<file path="src/rtl/i2cmon_pkg.sv">
package i2cmon_pkg;
  localparam int unsigned BYTE_BITS = 8;
  localparam int unsigned CNT_W     = $clog2(BYTE_BITS + 2);

  typedef enum logic [1:0] {
    EV_START = 2'd0,
    EV_STOP  = 2'd1,
    EV_ADDR  = 2'd2,
    EV_DATA  = 2'd3
  } ev_kind_t;

  typedef enum logic [1:0] {
    ST_IDLE,
    ST_START,
    ST_ADDR,
    ST_DATA
  } mon_state_t;

  // Address field: the seven leading bits, right aligned.
  function automatic logic [BYTE_BITS-1:0] addr_field(input logic [BYTE_BITS-1:0] sh);
    return {1'b0, sh[BYTE_BITS-1:1]};
  endfunction

  // Direction bit: the last bit of the address byte.
  function automatic logic dir_field(input logic [BYTE_BITS-1:0] sh);
    return sh[0];
  endfunction
endpackage

</file>
<file path="src/rtl/i2cmon_sync.sv">
module i2cmon_sync #(
  parameter int unsigned WIDTH     = 2,
  parameter int unsigned STAGES    = 2,
  parameter logic        RESET_VAL = 1'b1
) (
  input  logic             clk,
  input  logic             rst_n,
  input  logic [WIDTH-1:0] d,
  output logic [WIDTH-1:0] q
);
  logic [WIDTH-1:0] stg [STAGES];

  always_ff @(posedge clk or negedge rst_n) begin
    if (!rst_n) begin
      for (int i = 0; i < int'(STAGES); i++) stg[i] <= {WIDTH{RESET_VAL}};
    end else begin
      stg[0] <= d;
      for (int i = 1; i < int'(STAGES); i++) stg[i] <= stg[i-1];
    end
  end

  assign q = stg[STAGES-1];
endmodule

</file>
<file path="src/rtl/i2cmon_cond.sv">
module i2cmon_cond (
  input  logic clk,
  input  logic rst_n,
  input  logic scl,
  input  logic sda,
  output logic scl_rise,
  output logic start_seen,
  output logic stop_seen
);
  logic scl_q, sda_q;

  always_ff @(posedge clk or negedge rst_n) begin
    if (!rst_n) begin
      scl_q <= 1'b1;
      sda_q <= 1'b1;
    end else begin
      scl_q <= scl;
      sda_q <= sda;
    end
  end

  assign scl_rise   = !scl_q && scl;
  assign start_seen = scl && sda_q && !sda;
  assign stop_seen  = scl && !sda_q && sda;
endmodule

</file>
<file path="src/rtl/i2cmon_frame.sv">
module i2cmon_frame
  import i2cmon_pkg::*;
(
  input  logic                 clk,
  input  logic                 rst_n,
  input  logic                 scl_rise,
  input  logic                 sda,
  input  logic                 start_seen,
  input  logic                 stop_seen,
  output logic                 ev_valid,
  output ev_kind_t             ev_kind,
  output logic [BYTE_BITS-1:0] ev_byte,
  output logic                 ev_rw,
  output logic                 ev_nack,
  output mon_state_t           state,
  output logic [CNT_W-1:0]     bit_cnt
);
  localparam logic [CNT_W-1:0] LAST = CNT_W'(BYTE_BITS);

  logic [BYTE_BITS-1:0] shreg;
  logic                 dir_q;

  always_ff @(posedge clk or negedge rst_n) begin
    if (!rst_n) begin
      state    <= ST_IDLE;
      bit_cnt  <= '0;
      shreg    <= '0;
      dir_q    <= 1'b0;
      ev_valid <= 1'b0;
      ev_kind  <= EV_START;
      ev_byte  <= '0;
      ev_rw    <= 1'b0;
      ev_nack  <= 1'b0;
    end else begin
      ev_valid <= 1'b0;
      if (start_seen || stop_seen) begin
        state    <= start_seen ? ST_START : ST_IDLE;
        bit_cnt  <= '0;
        ev_valid <= 1'b1;
        ev_kind  <= start_seen ? EV_START : EV_STOP;
        ev_byte  <= '0;
        ev_rw    <= 1'b0;
        ev_nack  <= 1'b0;
      end else if (scl_rise && state != ST_IDLE) begin
        if (bit_cnt == LAST) begin
          bit_cnt  <= '0;
          ev_valid <= 1'b1;
          ev_nack  <= sda;
          state    <= ST_DATA;
          if (state == ST_DATA) begin
            ev_kind <= EV_DATA;
            ev_byte <= shreg;
            ev_rw   <= dir_q;
          end else begin
            ev_kind <= EV_ADDR;
            ev_byte <= addr_field(shreg);
            ev_rw   <= dir_field(shreg);
            dir_q   <= dir_field(shreg);
          end
        end else begin
          shreg   <= {shreg[BYTE_BITS-2:0], sda};
          bit_cnt <= bit_cnt + CNT_W'(1);
          if (state == ST_START) state <= ST_ADDR;
        end
      end
    end
  end

  // a line condition always leaves the bit counter empty
  a_r2_cond_clears_count: assert property (@(posedge clk) disable iff (!rst_n)
    (start_seen || stop_seen) |=> (bit_cnt == '0));

  // counter never runs past the acknowledge slot
  a_r2_cnt_bounded: assert property (@(posedge clk) disable iff (!rst_n)
    bit_cnt <= LAST);

  // idle stays idle and silent unless a line condition occurs
  a_r7_idle_quiet: assert property (@(posedge clk) disable iff (!rst_n)
    (state == ST_IDLE && !start_seen && !stop_seen) |=> (!ev_valid && state == ST_IDLE));

  // an address report moves the decoder into the data phase
  a_r4_addr_to_data: assert property (@(posedge clk) disable iff (!rst_n)
    (ev_valid && ev_kind == EV_ADDR) |-> (state == ST_DATA));

  // byte reports only follow a ninth clock edge
  a_r5_byte_after_ninth: assert property (@(posedge clk) disable iff (!rst_n)
    (ev_valid && (ev_kind == EV_ADDR || ev_kind == EV_DATA))
      |-> ($past(bit_cnt) == LAST && $past(scl_rise)));
endmodule

</file>
<file path="src/rtl/i2c_bus_monitor.sv">
module i2c_bus_monitor
  import i2cmon_pkg::*;
#(
  parameter int unsigned SYNC_STAGES = 2
) (
  input  logic       clk,
  input  logic       rst_n,
  input  logic       scl_in,
  input  logic       sda_in,
  output logic       event_valid,
  output logic [1:0] event_type,
  output logic [7:0] event_byte,
  output logic       event_rw,
  output logic       event_nack
);
  logic [1:0]       lines_s;
  logic             scl_s, sda_s;
  logic             scl_rise, start_seen, stop_seen;
  ev_kind_t         ev_kind;
  mon_state_t       mon_state;
  logic [CNT_W-1:0] bit_cnt;

  i2cmon_sync #(.WIDTH(2), .STAGES(SYNC_STAGES), .RESET_VAL(1'b1)) u_sync (
    .clk(clk), .rst_n(rst_n), .d({scl_in, sda_in}), .q(lines_s)
  );
  assign scl_s = lines_s[1];
  assign sda_s = lines_s[0];

  i2cmon_cond u_cond (
    .clk(clk), .rst_n(rst_n), .scl(scl_s), .sda(sda_s),
    .scl_rise(scl_rise), .start_seen(start_seen), .stop_seen(stop_seen)
  );

  i2cmon_frame u_frame (
    .clk(clk), .rst_n(rst_n), .scl_rise(scl_rise), .sda(sda_s),
    .start_seen(start_seen), .stop_seen(stop_seen),
    .ev_valid(event_valid), .ev_kind(ev_kind), .ev_byte(event_byte),
    .ev_rw(event_rw), .ev_nack(event_nack),
    .state(mon_state), .bit_cnt(bit_cnt)
  );
  assign event_type = ev_kind;

  // a detected start condition is reported on the next clock
  a_r1_start_reported: assert property (@(posedge clk) disable iff (!rst_n)
    start_seen |=> (event_valid && event_type == 2'd0));

  // a detected stop is reported and the decoder goes idle
  a_r3_stop_reported: assert property (@(posedge clk) disable iff (!rst_n)
    stop_seen |=> (event_valid && event_type == 2'd1 && mon_state == ST_IDLE));

  // start and stop events carry no payload
  a_r1_cond_payload_zero: assert property (@(posedge clk) disable iff (!rst_n)
    (event_valid && event_type[1] == 1'b0) |-> (event_byte == 8'd0 && !event_rw && !event_nack));
endmodule

</file>
<file path="config.mk">
export PLATFORM = sky130hd
export DESIGN_NAME = i2c_bus_monitor
export DESIGN_NICKNAME = d
export VERILOG_FILES = /design/src/rtl/i2cmon_pkg.sv /design/src/rtl/i2cmon_sync.sv /design/src/rtl/i2cmon_cond.sv /design/src/rtl/i2cmon_frame.sv /design/src/rtl/i2c_bus_monitor.sv
export SDC_FILE = /design/constraint.sdc
export NUM_CORES = 1
export LEC_CHECK = 0
export ABC_CLOCK_PERIOD_IN_PS = 3850
export BUFFER_PORTS_ARGS = -buffer_cell sky130_fd_sc_hd__buf_2
export CORE_ASPECT_RATIO = 1.75
export CORE_UTILIZATION = 45
export CTS_BUF_LIST = sky130_fd_sc_hd__clkbuf_4
export CTS_CLUSTER_DIAMETER = 50
export DETAILED_ROUTE_END_ITERATION = 12
export SLEW_MARGIN = 40
export SYNTH_ARGS = -nofsm -noshare
export SYNTH_HDL_FRONTEND = slang
export SYNTH_HIERARCHICAL = 1
export SYNTH_SLANG_ARGS = --single-unit
</file>
<file path="constraint.sdc">
create_clock -name clk -period 3.85 [get_ports clk]
set_input_delay 0.385 -clock clk [delete_from_list [all_inputs] [get_ports clk]]
set_output_delay 0.385 -clock clk [all_outputs]
set_load 0.1 [all_outputs]
</file>
==> impl_metrics.json <==
{
  "grt_remaining_overflow": 0,
  "r2r_setup_slack_ps": 1830,
  "area_growth_pct": 9.97,
  "place_inst": 184,
  "crit_path_start_kind": "register",
  "fin_nets": 155,
  "finalSetupViolations": 0,
  "totalWireLength_um": 2890,
  "ant_nets": 0,
  "hold_path_end": "u_sync/stg[2]",
  "track_usage": 0.193,
  "grt_start_max_net_pins": 35,
  "synthesis.area_um2": 1490,
  "syn_avg_cell_area_um2": 11.1,
  "boundaryPins": 17,
  "vdd_drop_max_mv": 0.305,
  "place.gp.congestion": 0.812,
  "p_leak_nw": 0.736,
  "min_period_over_period": 0.526,
  "final-seq-area_um2": 858,
  "status": "finished clean",
  "crit_type": "reg2reg",
  "r2r-end": "u_frame/shreg[7]",
  "hold_viol": 0,
  "slew_violations": 0,
  "powerDensity_nw_per_um2": 466,
  "antenna_found_initial": 0,
  "clk_pin_slew_worst_paths_ps": 100,
  "fin_area_um2": 1640,
  "num_vias": 1080,
  "grt_pass1_wl_um": 5000,
  "r2r_start": "u_sync/q[1]",
  "avgRoutedWirePerCell_um": 15.0,
  "worstPathRequired_ps": 4080,
  "end_kind": "register",
  "min-delay-path-class": "in2reg",
  "clockBufferDepth": 2,
  "grt_pass1_vias": 1093,
  "timing.fmax_mhz": 494,
  "fin_cells": 193,
  "fp.coreArea_um2": 3140,
  "ys_seq_area_frac": 0.575,
  "dp_hpwl_um": 1990,
  "drtPass1Iterations": 6,
  "tightest_slew_ps": 488,
  "min-delay-start": "sda_in",
  "fin_tns_setup_ps": 0,
  "period_minus_slack_ps": 2020,
  "yosys.cell_types.count": 31,
  "route.detailed.drc": 0,
  "nFillCells": 300,
  "vias_per_cell": 5.60,
  "diodes": 0,
  "power_uw": 764,
  "clock_latency_ps": 330,
  "cts_max_level": 2,
  "start_util": 0.475,
  "syn_nets": 140,
  "cts_buffers": 5,
  "fp-row-count": 27,
  "port_buffers": 16,
  "cts_tree": "yes",
  "syn_inst": 134,
  "clkSinkCount": 34,
  "reg2reg_depth": 4,
  "rsz0062_at_grt": "no",
  "ctsRootBufferMaster": "clkbuf_4",
  "arrival_ps": 2250,
  "die_h_um": 78.2,
  "path_max_fanout": 16,
  "multi_input_area_um2": 568,
  "layout-drive-gt1-share": 0.293,
  "whs_ps": 135,
  "die_w_um": 45.5,
  "ys_ff_latch": 34,
  "place_area_um2": 1580,
  "hold-path-cell-count": 1,
  "die-area_um2": 3560,
  "maxCapViolations": 0,
  "ys_warn_count": 6,
  "max_slew_margin": 0.677,
  "fin_skew_ps": 0.937,
  "drt_iter0_drc": 24,
  "crit_path_start": "u_sync/q[1]"
}
[per-layer routing]
metal,wire length [um],up-vias,GRT usage
li1,-,508,-
met1,1210,548,0.224
met2,1530,19,0.311
met3,86,5,0.0483
met4,63,0,0.103
met5,0,-,0
[worst max path at each step]
| stage | slack, ps | to |
|---|---|---|
| 2_1_floorplan | 2110 | u_frame/shreg[0] |
| 3_3_place_gp | 1930 | u_frame/shreg[1] |
| 3_5_place_dp | 1840 | u_frame/shreg[7] |
| 4_1_cts | 1820 | u_frame/shreg[7] |
| 5_1_grt | 1670 | u_frame/shreg[7] |
| 6_report | 1830 | u_frame/shreg[7] |
[flip-flops by register name, summed over array words and instances, names as in the netlist, 2 cells and up]
name             count
u_frame/state        2
u_frame/ev_kind      2
u_frame/shreg        8
u_sync/q             2
u_frame/ev_byte      8
u_sync/stg           2
u_frame/bit_cnt      4
[cells by family (layout without fill, tap and decap cells)]
kind of cell               Yosys count  in the layout  synth area share
adders and majority gates            2              2            0.0168
muxes                                9              9            0.0679
AOI/OAI and AO/OA                   38             38             0.164
buffers and inverters               13             29            0.0444
DFF                                 34             34             0.575
and+or+nand+nor                     38             38             0.132
[power by group]
group | internal (mW) | switching (mW) | leakage (nW)
Clock | 0.0755 | 0.116 | 0.0331
Sequential | 0.403 | 0.0457 | 0.440
Combinational | 0.0501 | 0.0741 | 0.263
Total | 0.529 | 0.236 | 0.736
[synth_stat cells, drive strengths merged]
library cell | number | area [um2]
dfrtp | 28 | 701
nand2 | 20 | 75.1
a21oi | 16 | 80.1
a311oi | 9 | 78.8
mux2 | 9 | 101
buf | 8 | 47.5
o21ai | 7 | 38.8
dfstp | 6 | 158
inv | 4 | 15.0
nand3 | 4 | 25.0
and3b | 3 | 26.3
nor2 | 3 | 13.8
ha | 2 | 25.0
nand4 | 2 | 12.5
o21a | 2 | 16.3
a2bb2oi | 1 | 8.76
a31oi | 1 | 6.26
a41oi | 1 | 8.76
and2 | 1 | 6.26
clkbuf | 1 | 3.75
nand2b | 1 | 6.26
nand3b | 1 | 11.3
nor2b | 1 | 6.26
o21bai | 1 | 7.51
or2 | 1 | 6.26
or4 | 1 | 7.51
[through the flow]
| stage | setup slack [ps] | util |
|---|---|---|
| 4_1_cts | 1820 | 0.519 |
| 3_5_place_dp | 1840 | 0.501 |
| 2_1_floorplan | 2110 | - |
| 6_report | 1830 | 0.523 |
| 5_1_grt | 1670 | 0.523 |
| 3_3_place_gp | 1930 | 0.501 |
[cell type report]
| type | instances | area share |
|---|---|---|
| repair buffers | 17 | 0.0564 |
| multi-input cells | 87 | 0.346 |
| clock inverters | 2 | 0.00534 |
| inverters | 4 | 0.00915 |
| flip-flops and latches | 34 | 0.523 |
| well taps | 43 | 0.0328 |
| clock buffers | 6 | 0.0274 |
[layout by cell type (no fill, tap or decap), types with 2 or more instances in the layout]
cell | netlist | final
nand4_1 | 2 | 2
o21ai_0 | 6 | 6
nand3_1 | 3 | 3
nor2_1 | 2 | 2
dfrtp_1 | 28 | 28
inv_1 | 4 | 4
dfstp_2 | 6 | 6
a21oi_1 | 16 | 16
a311oi_1 | 9 | 9
and3b_1 | 3 | 3
mux2_2 | 9 | 9
ha_1 | 2 | 2
nand2_1 | 20 | 20
clkbuf_4 | 0 | 6
buf_2 | 5 | 15
[critical path, stage by stage, from the launching register on]
cell and delay, ps:
dfstp_2 550, nor2b_1 370, o21a_2 400, nand3_2 250
mux2_2 340
[repair_timing]
item                      CTS  global route
hold endpoints to repair    0            15
hold buffers                0             1
setup buffers               0             0
gates resized for setup     0             0
Note: power is estimated with default switching activity, not from simulation.
